**src/rtl/dir_pkg.sv**
```systemverilog
package dir_pkg;
   typedef enum logic [1:0] {
      DS_UNCACHED = 2'd0,
      DS_SHARED   = 2'd1,
      DS_EXCL     = 2'd2
   } dir_state_e;

   localparam logic [1:0] RQ_READ  = 2'd0;
   localparam logic [1:0] RQ_WRITE = 2'd1;
   localparam logic [1:0] RQ_WBACK = 2'd2;

   localparam logic [2:0] MS_DATA      = 3'd0;
   localparam logic [2:0] MS_INVAL     = 3'd1;
   localparam logic [2:0] MS_FETCH     = 3'd2;
   localparam logic [2:0] MS_FETCH_INV = 3'd3;
   localparam logic [2:0] MS_WB_ACK    = 3'd4;

   typedef enum logic [1:0] {
      SQ_IDLE  = 2'd0,
      SQ_INVAL = 2'd1,
      SQ_WAIT  = 2'd2
   } seq_state_e;
endpackage

```
**src/rtl/dir_lowbit.sv**
```systemverilog
// Lowest-set-bit picker: gives ascending processor order.
module dir_lowbit #(
   parameter int N  = 4,
   parameter int IW = 2
) (
   input  logic [N-1:0]  vec,
   output logic          found,
   output logic [IW-1:0] idx
);
   always_comb begin
      found = 1'b0;
      idx   = '0;
      for (int i = N - 1; i >= 0; i--) begin
         if (vec[i]) begin
            found = 1'b1;
            idx   = IW'(i);
         end
      end
   end
endmodule

```
**src/rtl/dir_store.sv**
```systemverilog
// Per-block directory state, presence vector and data storage.
module dir_store
   import dir_pkg::*;
#(
   parameter int NBLK  = 8,
   parameter int NPROC = 4,
   parameter int DW    = 32,
   parameter int AW    = 3
) (
   input  logic                  clk,
   input  logic                  rst_n,
   input  logic [AW-1:0]         blk_addr,
   output logic [1:0]            rd_state,
   output logic [NPROC-1:0]      rd_sharers,
   output logic [DW-1:0]         rd_data,
   input  logic                  dir_we,
   input  logic [1:0]            wr_state,
   input  logic [NPROC-1:0]      wr_sharers,
   input  logic                  mem_we,
   input  logic [DW-1:0]         mem_wdata,
   output logic [2*NBLK-1:0]     st_flat,
   output logic [NPROC*NBLK-1:0] sh_flat
);
   logic [DW*NBLK-1:0] mem_flat;

   for (genvar g = 0; g < NBLK; g++) begin : g_blk
      logic [1:0]       st_r;
      logic [NPROC-1:0] sh_r;
      logic [DW-1:0]    dat_r;
      logic             hit;

      assign hit = (int'(blk_addr) == g);

      always_ff @(posedge clk or negedge rst_n) begin
         if (!rst_n) begin
            st_r  <= DS_UNCACHED;
            sh_r  <= '0;
            dat_r <= DW'(g);
         end else begin
            if (dir_we && hit) begin
               st_r <= wr_state;
               sh_r <= wr_sharers;
            end
            if (mem_we && hit) begin
               dat_r <= mem_wdata;
            end
         end
      end

      assign st_flat[g*2 +: 2]         = st_r;
      assign sh_flat[g*NPROC +: NPROC] = sh_r;
      assign mem_flat[g*DW +: DW]      = dat_r;
   end

   assign rd_state   = st_flat[int'(blk_addr)*2 +: 2];
   assign rd_sharers = sh_flat[int'(blk_addr)*NPROC +: NPROC];
   assign rd_data    = mem_flat[int'(blk_addr)*DW +: DW];
endmodule

```
**src/rtl/dir_seq.sv**
```systemverilog
// Request sequencer: directory transitions and outgoing messages.
module dir_seq
   import dir_pkg::*;
#(
   parameter int NPROC = 4,
   parameter int DW    = 32,
   parameter int AW    = 3,
   parameter int PW    = 2
) (
   input  logic             clk,
   input  logic             rst_n,
   input  logic             req_valid,
   output logic             req_ready,
   input  logic [1:0]       req_kind,
   input  logic [PW-1:0]    req_proc,
   input  logic [AW-1:0]    req_addr,
   input  logic [DW-1:0]    req_data,
   output logic [AW-1:0]    blk_addr,
   input  logic [1:0]       rd_state,
   input  logic [NPROC-1:0] rd_sharers,
   input  logic [DW-1:0]    rd_data,
   output logic             dir_we,
   output logic [1:0]       wr_state,
   output logic [NPROC-1:0] wr_sharers,
   output logic             mem_we,
   output logic [DW-1:0]    mem_wdata,
   output logic             out_valid,
   output logic [2:0]       out_kind,
   output logic [PW-1:0]    out_proc,
   output logic [AW-1:0]    out_addr,
   output logic [DW-1:0]    out_data,
   output logic             busy
);
   localparam logic [NPROC-1:0] ONE = NPROC'(1);

   seq_state_e       st_q, st_d;
   logic [PW-1:0]    cur_proc_q, cur_proc_d;
   logic [PW-1:0]    owner_q, owner_d;
   logic [AW-1:0]    cur_addr_q, cur_addr_d;
   logic             cur_rd_q, cur_rd_d;
   logic [NPROC-1:0] pend_q, pend_d;

   logic             ov_d;
   logic [2:0]       ok_d;
   logic [PW-1:0]    op_d;
   logic [AW-1:0]    oa_d;
   logic [DW-1:0]    od_d;

   logic             own_found, pend_found;
   logic [PW-1:0]    own_idx, pend_idx;
   logic [NPROC-1:0] req_bit, cur_bit, owner_bit;
   logic             is_excl, is_shared, wb_match;

   dir_lowbit #(.N(NPROC), .IW(PW)) u_owner_pick (
      .vec(rd_sharers), .found(own_found), .idx(own_idx)
   );
   dir_lowbit #(.N(NPROC), .IW(PW)) u_pend_pick (
      .vec(pend_q), .found(pend_found), .idx(pend_idx)
   );

   assign req_bit   = ONE << req_proc;
   assign cur_bit   = ONE << cur_proc_q;
   assign owner_bit = ONE << owner_q;
   assign is_excl   = (rd_state == DS_EXCL) && own_found;
   assign is_shared = (rd_state == DS_SHARED);
   assign wb_match  = req_valid && (req_kind == RQ_WBACK) &&
                      (req_addr == cur_addr_q) && (req_proc == owner_q);
   assign busy      = (st_q == SQ_WAIT);

   always_comb begin
      st_d       = st_q;
      cur_proc_d = cur_proc_q;
      cur_addr_d = cur_addr_q;
      cur_rd_d   = cur_rd_q;
      owner_d    = owner_q;
      pend_d     = pend_q;
      req_ready  = 1'b0;
      blk_addr   = (st_q == SQ_IDLE) ? req_addr : cur_addr_q;
      dir_we     = 1'b0;
      wr_state   = rd_state;
      wr_sharers = rd_sharers;
      mem_we     = 1'b0;
      mem_wdata  = req_data;
      ov_d       = 1'b0;
      ok_d       = MS_DATA;
      op_d       = req_proc;
      od_d       = '0;

      case (st_q)
         SQ_IDLE: begin
            req_ready = 1'b1;
            if (req_valid) begin
               cur_proc_d = req_proc;
               cur_addr_d = req_addr;
               cur_rd_d   = (req_kind == RQ_READ);
               case (req_kind)
                  RQ_READ: begin
                     ov_d = 1'b1;
                     if (is_excl) begin
                        ok_d    = MS_FETCH;
                        op_d    = own_idx;
                        owner_d = own_idx;
                        st_d    = SQ_WAIT;
                     end else begin
                        ok_d       = MS_DATA;
                        od_d       = rd_data;
                        dir_we     = 1'b1;
                        wr_state   = DS_SHARED;
                        wr_sharers = rd_sharers | req_bit;
                     end
                  end
                  RQ_WRITE: begin
                     if (is_excl) begin
                        ov_d    = 1'b1;
                        ok_d    = MS_FETCH_INV;
                        op_d    = own_idx;
                        owner_d = own_idx;
                        st_d    = SQ_WAIT;
                     end else if (is_shared) begin
                        pend_d = rd_sharers & ~req_bit;
                        st_d   = SQ_INVAL;
                     end else begin
                        ov_d       = 1'b1;
                        ok_d       = MS_DATA;
                        od_d       = rd_data;
                        dir_we     = 1'b1;
                        wr_state   = DS_EXCL;
                        wr_sharers = req_bit;
                     end
                  end
                  RQ_WBACK: begin
                     ov_d = 1'b1;
                     ok_d = MS_WB_ACK;
                     if ((rd_state == DS_EXCL) && ((rd_sharers & req_bit) != '0)) begin
                        dir_we     = 1'b1;
                        wr_state   = DS_UNCACHED;
                        wr_sharers = '0;
                        mem_we     = 1'b1;
                     end
                  end
                  default: ;
               endcase
            end
         end
         SQ_INVAL: begin
            ov_d = 1'b1;
            if (pend_found) begin
               ok_d   = MS_INVAL;
               op_d   = pend_idx;
               pend_d = pend_q & ~(ONE << pend_idx);
            end else begin
               ok_d       = MS_DATA;
               op_d       = cur_proc_q;
               od_d       = rd_data;
               dir_we     = 1'b1;
               wr_state   = DS_EXCL;
               wr_sharers = cur_bit;
               st_d       = SQ_IDLE;
            end
         end
         SQ_WAIT: begin
            if (wb_match) begin
               req_ready  = 1'b1;
               mem_we     = 1'b1;
               ov_d       = 1'b1;
               ok_d       = MS_DATA;
               op_d       = cur_proc_q;
               od_d       = req_data;
               dir_we     = 1'b1;
               wr_state   = cur_rd_q ? DS_SHARED : DS_EXCL;
               wr_sharers = cur_rd_q ? (owner_bit | cur_bit) : cur_bit;
               st_d       = SQ_IDLE;
            end
         end
         default: st_d = SQ_IDLE;
      endcase
      oa_d = blk_addr;
   end

   always_ff @(posedge clk or negedge rst_n) begin
      if (!rst_n) begin
         st_q       <= SQ_IDLE;
         cur_proc_q <= '0;
         cur_addr_q <= '0;
         cur_rd_q   <= 1'b0;
         owner_q    <= '0;
         pend_q     <= '0;
         out_valid  <= 1'b0;
         out_kind   <= MS_DATA;
         out_proc   <= '0;
         out_addr   <= '0;
         out_data   <= '0;
      end else begin
         st_q       <= st_d;
         cur_proc_q <= cur_proc_d;
         cur_addr_q <= cur_addr_d;
         cur_rd_q   <= cur_rd_d;
         owner_q    <= owner_d;
         pend_q     <= pend_d;
         out_valid  <= ov_d;
         out_kind   <= ok_d;
         out_proc   <= op_d;
         out_addr   <= oa_d;
         out_data   <= od_d;
      end
   end
endmodule

```
**src/rtl/dir_home_ctrl.sv**
```systemverilog
module dir_home_ctrl
   import dir_pkg::*;
#(
   parameter  int NPROC = 4,
   parameter  int NBLK  = 8,
   parameter  int DW    = 32,
   localparam int PW    = $clog2(NPROC),
   localparam int AW    = $clog2(NBLK)
) (
   input  logic          clk,
   input  logic          rst_n,
   input  logic          req_valid,
   output logic          req_ready,
   input  logic [1:0]    req_kind,
   input  logic [PW-1:0] req_proc,
   input  logic [AW-1:0] req_addr,
   input  logic [DW-1:0] req_data,
   output logic          out_valid,
   output logic [2:0]    out_kind,
   output logic [PW-1:0] out_proc,
   output logic [AW-1:0] out_addr,
   output logic [DW-1:0] out_data
);
   if (NPROC < 2) begin : g_bad_nproc
      $error("dir_home_ctrl: NPROC must be at least 2");
   end
   if (NBLK < 2) begin : g_bad_nblk
      $error("dir_home_ctrl: NBLK must be at least 2");
   end
   if (DW < AW) begin : g_bad_dw
      $error("dir_home_ctrl: DW must hold a block index");
   end

   logic [AW-1:0]         blk_addr;
   logic [1:0]            rd_state, wr_state;
   logic [NPROC-1:0]      rd_sharers, wr_sharers;
   logic [DW-1:0]         rd_data, mem_wdata;
   logic                  dir_we, mem_we, busy;
   logic [2*NBLK-1:0]     st_flat;
   logic [NPROC*NBLK-1:0] sh_flat;

   dir_store #(.NBLK(NBLK), .NPROC(NPROC), .DW(DW), .AW(AW)) u_store (
      .clk(clk), .rst_n(rst_n), .blk_addr(blk_addr),
      .rd_state(rd_state), .rd_sharers(rd_sharers), .rd_data(rd_data),
      .dir_we(dir_we), .wr_state(wr_state), .wr_sharers(wr_sharers),
      .mem_we(mem_we), .mem_wdata(mem_wdata),
      .st_flat(st_flat), .sh_flat(sh_flat)
   );

   dir_seq #(.NPROC(NPROC), .DW(DW), .AW(AW), .PW(PW)) u_seq (
      .clk(clk), .rst_n(rst_n),
      .req_valid(req_valid), .req_ready(req_ready), .req_kind(req_kind),
      .req_proc(req_proc), .req_addr(req_addr), .req_data(req_data),
      .blk_addr(blk_addr), .rd_state(rd_state), .rd_sharers(rd_sharers),
      .rd_data(rd_data), .dir_we(dir_we), .wr_state(wr_state),
      .wr_sharers(wr_sharers), .mem_we(mem_we), .mem_wdata(mem_wdata),
      .out_valid(out_valid), .out_kind(out_kind), .out_proc(out_proc),
      .out_addr(out_addr), .out_data(out_data), .busy(busy)
   );
endmodule

```
**config.mk**
```make
export PLATFORM = sky130hd
export DESIGN_NAME = dir_home_ctrl
export DESIGN_NICKNAME = d
export VERILOG_FILES = /design/src/rtl/dir_pkg.sv /design/src/rtl/dir_lowbit.sv /design/src/rtl/dir_store.sv /design/src/rtl/dir_seq.sv /design/src/rtl/dir_home_ctrl.sv
export SDC_FILE = /design/constraint.sdc
export NUM_CORES = 1
export LEC_CHECK = 0
export BUFFER_PORTS_ARGS = -buffer_cell sky130_fd_sc_hd__clkbuf_2
export CORE_ASPECT_RATIO = 1.2
export CORE_MARGIN = 2
export CORE_UTILIZATION = 35
export CTS_BUF_LIST = sky130_fd_sc_hd__clkbuf_16
export DETAILED_ROUTE_END_ITERATION = 10
export PLACE_DENSITY = 0.51
export SKIP_LAST_GASP = 1
export SLEW_MARGIN = 20
export SYNTH_ARGS = -nofsm -noshare
export SYNTH_HDL_FRONTEND = slang
export SYNTH_SLANG_ARGS = --single-unit
```
**constraint.sdc**
```tcl
create_clock -name clk -period 4.1 [get_ports clk]
set_input_delay 0.41 -clock clk [delete_from_list [all_inputs] [get_ports clk]]
set_output_delay 0.41 -clock clk [all_outputs]
set_load 0.02 [all_outputs]
```
# After elaboration in Yosys (flattened, before gate mapping)

Cells that the tools add are included.

Flip-flop bits (word level): 359
Word-level logic and storage cells: 194
Input port bits: 42

Shift-type cells: 7
Bitwise operators: 7
Mux-type cells: 88
Equality and inequality tests: 25
Reductions and logical operators: 32

Operators with widths:

| operator                                                           | number |
|---|---|
| 256-bit by 9-bit indexed part select with 32-bit output            | 1 |
| 32-bit two-way mux                                                 | 6 |
| 32-bit case mux with 3 select lines                                | 1 |
| 32-bit case mux with 2 select lines                                | 1 |
| 2-bit two-way mux                                                  | 29 |
| 4-bit two-way mux                                                  | 13 |
| 32-bit by 6-bit indexed part select with 4-bit output              | 1 |
| 2-bit case mux with 3 select lines                                 | 4 |
| 4-bit case mux with 3 select lines                                 | 2 |
| 1-bit logical AND                                                  | 21 |
| 1-bit two-way mux                                                  | 20 |
| 16-bit by 5-bit indexed part select with 2-bit output              | 1 |
| 1-bit by 2-bit << shifter with 4-bit output (first input constant) | 4 |
| 4-bit bitwise AND                                                  | 3 |
| 3-bit == test (second input constant)                              | 4 |
| 6-bit AND reduction                                                | 2 |
| 1-bit case mux with 3 select lines                                 | 3 |
| 3-bit case mux with 3 select lines                                 | 1 |
| 2-bit inequality test (second input constant)                      | 4 |
| 4-bit inverter                                                     | 2 |
| 4-bit bitwise OR                                                   | 2 |
| 4-bit case mux with 2 select lines                                 | 1 |
| 2-bit by 1-bit == test with 1-bit output (second input constant)   | 3 |
| 2-bit == test (second input constant)                              | 3 |
| other kinds (19)                                                   | 27 |

# Depth between registers and ports, before layout

Gate-level depths: netlist of run 1.

Word-level depth: 13
Depth in mapped cells: 13
Gate-level depth less buffers: 11

# Hierarchy

Synthesis of run 1 repeated with hierarchy kept, for this count alone.

Cell total of the unflattened synthesis: 1,239
Area, all modules: 16,915.0 um^2

Modules (own cells, without submodules):

| module     | times used | area an instance (um^2) | cells each | seq. area each (um^2) |
|---|---|---|---|---|
| dir_store  | 1          | 13,761.9                | 937        | 7,622.3 |
| dir_seq    | 1          | 3,083.0                 | 288        | 1,376.3 |
| dir_lowbit | 2          | 35.0                    | 7          | 0.0 |

# Worst setup path before layout of run 1

No wires, ideal clock.

Kind: input -> register
From: input req_addr[1]
To: register u_store.g_blk[3].st_r[0]
Data arrival time: 3.618 ns
Buffers on the path: 3
Library setup time: 0.125 ns
Stages: 12
Setup slack: 0.357 ns
Cell sequence: clkbuf_1 or4_1 o31a_1 clkbuf_1 o221ai_1 a222oi_1 o21ai_2 or3b_4 o211a_1 buf_2 nor3_2 mux2_2

Cells in the longest elaborated chain, start to end: 12

Ends and longest elaborated chain:

| element                                               | line                          | text |
|---|---|---|
| from (decl)                                           | dir_home_ctrl.sv:16           | `input logic [AW-1:0] req_addr,` |
| 3-bit two-way mux                                     | dir_seq.sv:78                 | `blk_addr = (st_q == SQ_IDLE) ? req_addr : cur_addr_q;` |
| 32-bit by 6-bit indexed part select with 4-bit output | dir_store.sv:56               | `assign rd_sharers = sh_flat[int'(blk_addr)*NPROC +: NPROC];` |
| 1-bit two-way mux (4 in a row)                        | dir_lowbit.sv:14              | `if (vec[i]) begin` |
| 1-bit logical AND                                     | dir_seq.sv:64                 | `assign is_excl = (rd_state == DS_EXCL) && own_found;` |
| 1-bit two-way mux (on tied branches)                  | dir_seq.sv:113, dir_seq.sv:99 |  |
| 1-bit case mux with 3 select lines                    | dir_seq.sv:96                 | `case (req_kind)` |
| 1-bit two-way mux                                     | dir_seq.sv:92                 | `if (req_valid) begin` |
| 1-bit case mux with 3 select lines                    | dir_seq.sv:89                 | `case (st_q)` |
| 1-bit logical AND                                     | dir_store.sv:40               | `if (dir_we && hit) begin` |
| to (signal assigned)                                  | dir_store.sv:41               | `st_r <= wr_state;` |
| to (decl)                                             | dir_store.sv:27               | `logic [1:0] st_r;` |

Parallel ways exist; a longest one is shown, timed or not.
A chain may end at the register's enable or synchronous reset.

# Final worst setup path of run 1

From: register u_seq.st_q[0]
To: register u_store.g_blk[6].sh_r[0]

Cells in the longest elaborated chain, start to end: 13

Ends and longest elaborated chain:

| element                                               | line                          | text |
|---|---|---|
| from (decl)                                           | dir_seq.sv:36                 | `seq_state_e st_q, st_d;` |
| from (signal assigned)                                | dir_seq.sv:194                | `st_q <= st_d;` |
| 2-bit zero test                                       | dir_seq.sv:78, dir_seq.sv:89  |  |
| 3-bit two-way mux                                     | dir_seq.sv:78                 |  |
| 32-bit by 6-bit indexed part select with 4-bit output | dir_store.sv:56               |  |
| 1-bit two-way mux (4 in a row)                        | dir_lowbit.sv:14              |  |
| 1-bit logical AND                                     | dir_seq.sv:64                 |  |
| 1-bit two-way mux (on tied branches)                  | dir_seq.sv:113, dir_seq.sv:99 |  |
| 1-bit case mux with 3 select lines                    | dir_seq.sv:96                 |  |
| 1-bit two-way mux                                     | dir_seq.sv:92                 |  |
| 1-bit case mux with 3 select lines                    | dir_seq.sv:89                 |  |
| 1-bit logical AND                                     | dir_store.sv:40               |  |
| to (signal assigned)                                  | dir_store.sv:42               | `sh_r <= wr_sharers;` |
| to (decl)                                             | dir_store.sv:28               | `logic [NPROC-1:0] sh_r;` |

Parallel ways exist; a longest one is shown, timed or not.

==> impl_metrics.json, run 1 <==
{
  "wire_per_inst_um": 21.2,
  "nets": 1669,
  "synth_nets": 1573,
  "clkSlewWorstSetupHoldPaths_ps": 60,
  "vias": 12300,
  "grt_max_degree": 101,
  "fp.coreArea_sq_um": 48100,
  "ir_worst_vdd_mv": 0.400,
  "setup_ws_ps": 138,
  "setup_tns_ps": 0,
  "power_mw": 14.2,
  "slew_headroom": 0.356,
  "rr_endpoint": "u_store.g_blk[6].sh_r[0]",
  "layout-drive-gt1-share": 0.293,
  "drtIter0Drc": 807,
  "period_share": 0.966,
  "drv_cap": 0,
  "drtAntennaViolNets": 0,
  "htree_levels": 2,
  "timing.fmax_mhz": 252,
  "path_max_fanout": 11,
  "fin_crit_ps": 3960,
  "timing.critical_path.from": "u_seq.st_q[0]",
  "power.density_nw_per_um2": 719,
  "criticalPathCategory": "reg -> reg",
  "multi_input_area_sq_um": 7510,
  "crit_end": "u_store.g_blk[6].sh_r[0]",
  "fillCellCount": 4617,
  "die_height_um": 246,
  "cts_tree": "built",
  "die_w_um": 206,
  "arrival_ps": 4340,
  "r2r_setup_slack_ps": 140,
  "grt-ovfl-total": 0,
  "synth_cell_types": 74,
  "rows": 88,
  "track_usage": 0.196,
  "slew_viol_final": 0,
  "seq_area_frac_synth": 0.527,
  "setup_viol": 0,
  "whs_path_depth": 3,
  "ys.warnings.count": 0,
  "hold_class": "in -> reg",
  "clockRootBuffer": "clkbuf_16",
  "gp_routability_congestion": 0.871,
  "drc": 0,
  "async_flop_share": 1.00,
  "worstMarginPinSlew_ps": 965,
  "status": "complete, no violations",
  "die_area_sq_um": 50600,
  "leakagePower_nw": 9.77,
  "numPortBuffers": 83,
  "grt_pass1_wl_mm": 76.4,
  "seqCellArea_sq_um": 9000,
  "wl_mm": 48.6,
  "worstPathRequired_ps": 4480,
  "cts_num_sinks": 359,
  "hpwlAfterDp_mm": 28.9,
  "synthesis.area_sq_um": 17100,
  "rr_worst_depth": 13,
  "syn_inst": 1531,
  "clock_latency_ps": 550,
  "synth-seq-cells": 359,
  "syn2layout_area_growth_pct": 15.5,
  "whs_ps": 165,
  "clk_path_buf_depth": 3,
  "synthFlopType": "dfrtp_1",
  "rsz0062_at_grt": "true",
  "syn_avg_cell_area_sq_um": 11.1,
  "r2r-start": "u_seq.st_q[0]",
  "start_util": 0.355,
  "finalHoldViolations": 0,
  "worstHoldStart": "req_addr[1]",
  "endpoint_kind": "flop",
  "preCtsSetupSlack_ps": -117,
  "numCtsBuffers": 40,
  "synth_edf_count": 0,
  "antenna_found_initial": 2,
  "finClkSkew_ps": 24.1,
  "via_per_inst": 5.36,
  "num_io_pins": 84,
  "drt_first_pass_iters": 6,
  "grt_pass1_vias": 12500,
  "startpoint_type": "flop"
}
[placed cells by master (no fill, tap or decap), drive strengths merged, types with 4 or more instances in the layout]
cell type,instances
dfstp,12
nand3,200
mux2,273
inv,28
a2bb2oi,23
o21ai,21
o221ai,11
or2,4
nor3,12
nand2b,4
a211oi,5
o211ai,6
mux2i,6
o31ai,4
buf,72
a21oi,28
dfrtp,347
nand2,326
o22ai,4
nor2,26
a22o,32
clkinv,15
clkbuf,124
a32o,4
[report_power, final]
group          switching, mW  internal [mW]  leakage [nW]
clock network           1.47           1.91         0.644
logic                   3.43           2.09          4.28
registers              0.620           4.65          4.84
[synth_stat cells, types with 3 or more instances]
cell type,count,area share
a2bb2oi_1,23,0.012
clkbuf_1,65,0.014
buf_6,25,0.016
dfrtp_1,347,0.51
o221ai_1,11,0.0056
mux2_2,178,0.12
a211oi_1,4,0.0018
o211a_1,3,0.0018
a21oi_1,28,0.0082
buf_2,5,0.0015
buf_1,6,0.0013
xor2_1,3,0.0015
and2_1,3,0.0011
nand2_4,8,0.0053
dfstp_2,12,0.018
mux2_4,40,0.035
nand2_1,318,0.070
o211ai_1,6,0.0026
or4b_2,3,0.0018
mux2i_1,6,0.0035
nand2b_1,4,0.0015
nand3_1,200,0.059
a32o_1,4,0.0023
o22ai_1,4,0.0015
o31ai_1,4,0.0018
nor2_1,26,0.0057
nor3_2,7,0.0041
a221o_1,3,0.0018
a22o_1,32,0.016
inv_1,16,0.0035
mux2_1,55,0.036
nor3_1,5,0.0015
a31oi_1,3,0.0011
o21ai_0,18,0.0053
or2_2,4,0.0015
[metal layers]
| layer | global-route usage | up-vias | wire, um |
|---|---|---|---|
| li1 | - | 5615 | - |
| met1 | 0.262 | 6322 | 21800 |
| met2 | 0.331 | 254 | 23600 |
| met3 | 0.0277 | 80 | 2040 |
| met4 | 0.0556 | 4 | 1100 |
| met5 | 0 | - | 27 |
[sequential cells by signal, indices dropped and copies added, names as in the netlist]
register,cells
u_store.g_blk.dat_r,256
u_seq.out_data,32
u_store.g_blk.sh_r,32
u_store.g_blk.st_r,16
u_seq.pend_q,4
u_seq.cur_addr_q,3
u_seq.out_addr,3
u_seq.out_kind,3
u_seq.cur_proc_q,2
u_seq.out_proc,2
u_seq.owner_q,2
u_seq.st_q,2
u_seq.cur_rd_q,1
u_seq.out_valid,1
[through the flow]
stage               utilization  instance area, sq um  instances
finish                    0.410                 19700       2288
global route              0.410                 19700       2287
CTS                       0.409                 19700       2285
detailed placement        0.383                 18400       2211
global placement          0.383                 18400       2211
floorplan                     -                 17100       1531
[cell families (layout without fill, tap and decap cells)]
family	count (synthesis)	after routing	synth area share
simple gates	597	597	0.160
flops	359	359	0.527
mux	279	279	0.192
compound gates	173	173	0.0807
buf+inv	118	244	0.0376
xor+xnor	5	5	0.00257
other cells	0	1	0
[critical path, stage by stage (launching register included)]
cell	delay, ps
dfrtp_1	400
buf_4	170
or4b_2	660
o21a_2	220
o221ai_1	200
a222oi_1	170
buf_4	240
or4b_2	680
o211ai_1	180
buf_4	210
nor3_1	70
a2111oi_4	340
buf_6	190
a21oi_1	70
[how the worst min path moves through the flow]
stage / slack [ps] / to
global route: 190 / u_seq.cur_addr_q[1]
detailed placement: 340 / u_seq.out_data[26]
floorplan: 110 / u_seq.cur_addr_q[0]
global placement: 340 / u_seq.out_data[26]
finish: 160 / u_seq.cur_addr_q[1]
CTS: 140 / u_seq.cur_addr_q[1]
[timing repair]
item | CTS | global route
endpoints found under the setup margin | 40 | 150
endpoints found under the hold margin | 42 | 0
cloned | 0 | 0
hold buffers | 1 | 0
gates resized for setup | 4 | 7
buffers inserted | 1 | 2
pin swaps | 1 | 1
[layout make-up]
class | instances | area share
diodes | 1 | 0.000127
clock buffers | 42 | 0.0533
clock inverters | 30 | 0.00882
inverters | 17 | 0.00349
multi-input cells | 1054 | 0.381
flip-flops and latches | 359 | 0.456
well taps | 630 | 0.0400
repair buffers | 155 | 0.0573
Note: power is estimated with default switching activity, not from simulation.
==> run 2, diff against run 1 <==
--- a/config.mk
+++ b/config.mk
@@ -16,4 +16,5 @@
 export SLEW_MARGIN = 20
 export SYNTH_ARGS = -nofsm -noshare
 export SYNTH_HDL_FRONTEND = slang
+export SYNTH_HIERARCHICAL = 1
 export SYNTH_SLANG_ARGS = --single-unit
==> run 2 against run 1 <==
Effect of this change: clock skew is 9.8 ps lower; worst hold slack improved by 21 ps; largest power group unchanged; power decreased by 3.8%; utilization decreased by 0.49 points.
==> impl_metrics.json, run 2 <==
{
  "ys.warnings.count": 6,
  "multi_input_area_sq_um": 7260,
  "slew_viol_final": 0,
  "start_util": 0.353,
  "synth-seq-cells": 359,
  "clkSlewWorstSetupHoldPaths_ps": 60,
  "via_per_inst": 5.35,
  "worstPathRequired_ps": 4520,
  "combPwrFrac": 0.397,
  "min_to": "u_seq/cur_addr_q[0]",
  "timing.critical_path.from": "u_seq/st_q[1]",
  "largest_register": "u_store/g_blk.dat_r",
  "yosysTopAreaCell": "dfrtp_1",
  "ys_top_cells_by_area": "dfrtp_1 (51%), mux2_2 (25%), buf_4 (2.4%), mux2i_1 (2.0%), o22ai_1 (1.9%)",
  "placed_area_sq_um": 18100,
  "die_height_um": 245,
  "setup_viol": 0,
  "largest_register_ffs": 256,
  "clk_path_buf_depth": 3,
  "syn_inst": 1239,
  "syn_avg_cell_area_sq_um": 13.7,
  "num_io_pins": 84,
  "rr_worst_depth": 16,
  "clock_latency_ps": 540,
  "drt_first_pass_iters": 6,
  "drc": 0,
  "fin_crit_ps": 3880,
  "synthTopCellsByCount": "mux2_2 (372), dfrtp_1 (347), buf_4 (54)",
  "fillCellCount": 4495,
  "syn2layout_area_growth_pct": 14.7,
  "worstHoldStart": "req_addr[0]",
  "seqCellArea_sq_um": 9000,
  "grt_pass1_wl_mm": 69.8,
  "top_regs": "u_store/g_blk.dat_r: 256 flops, u_seq/out_data: 32 flops, u_store/g_blk.sh_r: 32 flops",
  "finClkSkew_ps": 14.3,
  "wl_mm": 44.4,
  "net-switching-power_mw": 4.92,
  "rows": 88,
  "die_w_um": 205,
  "hold_class": "in -> reg",
  "numCtsBuffers": 38,
  "vias": 10600,
  "htree_levels": 2,
  "final_common_cell": "mux2_2",
  "ir_worst_vdd_mv": 0.392,
  "stdcell_area_sq_um": 19400,
  "async_flop_share": 1.00,
  "synth_edf_count": 0,
  "hpwlAfterDp_mm": 27.1,
  "numPortBuffers": 83,
  "seqPwrFrac": 0.367,
  "seq_area_frac_synth": 0.532,
  "p_int_mw": 8.71,
  "nets": 1368,
  "num_antenna_cells": 0,
  "cts_tree": "built",
  "criticalPathCategory": "reg -> reg",
  "grt-ovfl-total": 0,
  "finalHoldViolations": 0,
  "synth_nets": 1281,
  "drtAntennaViolNets": 0,
  "power_mw": 13.6,
  "drtIter0Drc": 494,
  "whs_path_depth": 2,
  "path_max_fanout": 9,
  "track_usage": 0.181,
  "leakagePower_nw": 9.38,
  "worstMarginPinSlew_ps": 868,
  "grt_pass1_vias": 11300,
  "synth_top_area_frac": 0.513,
  "r2r_setup_slack_ps": 220,
  "die_area_sq_um": 50100,
  "power.density_nw_per_um2": 703,
  "startpoint_type": "flop",
  "drv_cap": 0,
  "yosysMostFrequentCell": "mux2_2",
  "switching_share": 0.361,
  "rsz0062_at_grt": "false",
  "setup_tns_ps": 0,
  "clock_power_share": 0.236,
  "wire_per_inst_um": 22.4,
  "cts_num_sinks": 359,
  "antenna_found_initial": 0,
  "period_share": 0.947,
  "r2r-start": "u_seq/st_q[1]",
  "timing.fmax_mhz": 258,
  "clockRootBuffer": "clkbuf_16",
  "synthesis.area_sq_um": 16900,
  "whs_ps": 185,
  "rr_endpoint": "u_store/g_blk[0].sh_r[1]",
  "synthFlopType": "dfrtp_1",
  "arrival_ps": 4300,
  "slew_headroom": 0.422,
  "mostFrequentLayoutCells": "mux2_2 (370), dfrtp_1 (347), clkbuf_2 (82)",
  "fp.coreArea_sq_um": 47900,
  "layout-drive-gt1-share": 0.471,
  "endpoint_kind": "flop",
  "status": "complete, no violations",
  "gp_routability_congestion": 0.815,
  "fin_util": 0.405,
  "grt_max_degree": 105,
  "synth_cell_types": 69
}
run 2: metrics by stage:
step / worst slack [ps] / cells
global route: 7.21 / 1983
global placement: 151 / 1908
detailed placement: 74.9 / 1908
CTS: 55.4 / 1976
floorplan: 8.98 / 1239
finish: 218 / 1983
run 2: cell families (layout without fill, tap and decap cells):
family	Yosys count	after routing	share of synthesized area
simple gates	140	140	0.0465
compound gates	182	182	0.0817
buf+inv	124	238	0.0449
flops	359	359	0.532
mux	429	429	0.292
xor+xnor	5	5	0.00303
run 2: power by group through the flow:
stage,clock (mW),sequential [mW],combinational (mW)
2_1_floorplan,0,5.00,3.59
3_3_place_gp,0,5.05,5.25
3_5_place_dp,0,5.06,5.31
4_1_cts,3.33,5.01,5.33
5_1_grt,3.46,5.13,5.85
6_report,3.21,5.01,5.41
run 2: final cells by class:
| cell class | count | share of cell area |
|---|---|---|
| Sequential cell | 359 | 0.464 |
| Multi-Input combinational cell | 756 | 0.374 |
| Timing Repair Buffer | 158 | 0.0601 |
| Clock buffer | 39 | 0.0503 |
| Tap cell | 630 | 0.0406 |
| Clock inverter | 28 | 0.00826 |
| Inverter | 13 | 0.00252 |
run 2: timing repair:
action,in CTS,in global routing
hold buffers,1,0
setup endpoints to repair,0,38
endpoints found under the hold margin,99,0
buffers inserted,0,7
gates resized for setup,0,8
run 2: worst max-delay path by stage:
stage                     cells past startpoint  slack [ps]                       end
after global routing                         16           7  u_store/g_blk[0].sh_r[1]
final                                        16         220  u_store/g_blk[0].sh_r[1]
after CTS                                    13          60  u_store/g_blk[4].sh_r[0]
after global placement                       13         150  u_store/g_blk[1].sh_r[1]
after floorplan                              15           9  u_store/g_blk[4].sh_r[0]
after detailed placement                     13          70  u_store/g_blk[1].st_r[1]
run 2: layer usage:
metal | share of wire | global-route usage
met5 | 0 | 0
met4 | 0.022 | 0.0526
met3 | 0.031 | 0.0244
met2 | 0.49 | 0.303
met1 | 0.46 | 0.244
run 2: critical path, stage by stage (launching register included):
cell and delay [ps]:
dfrtp_1 400, nor2_4 180, mux2_8 420, or3b_1 400, buf_4 180, o22ai_1 210, a221oi_1 120, nor2_1 180
nand2_1 110, and3b_2 270, nor4_4 240, buf_4 170, o21ai_1 60, a32oi_1 190, o221ai_1 140, buf_4 210
mux2_2 280
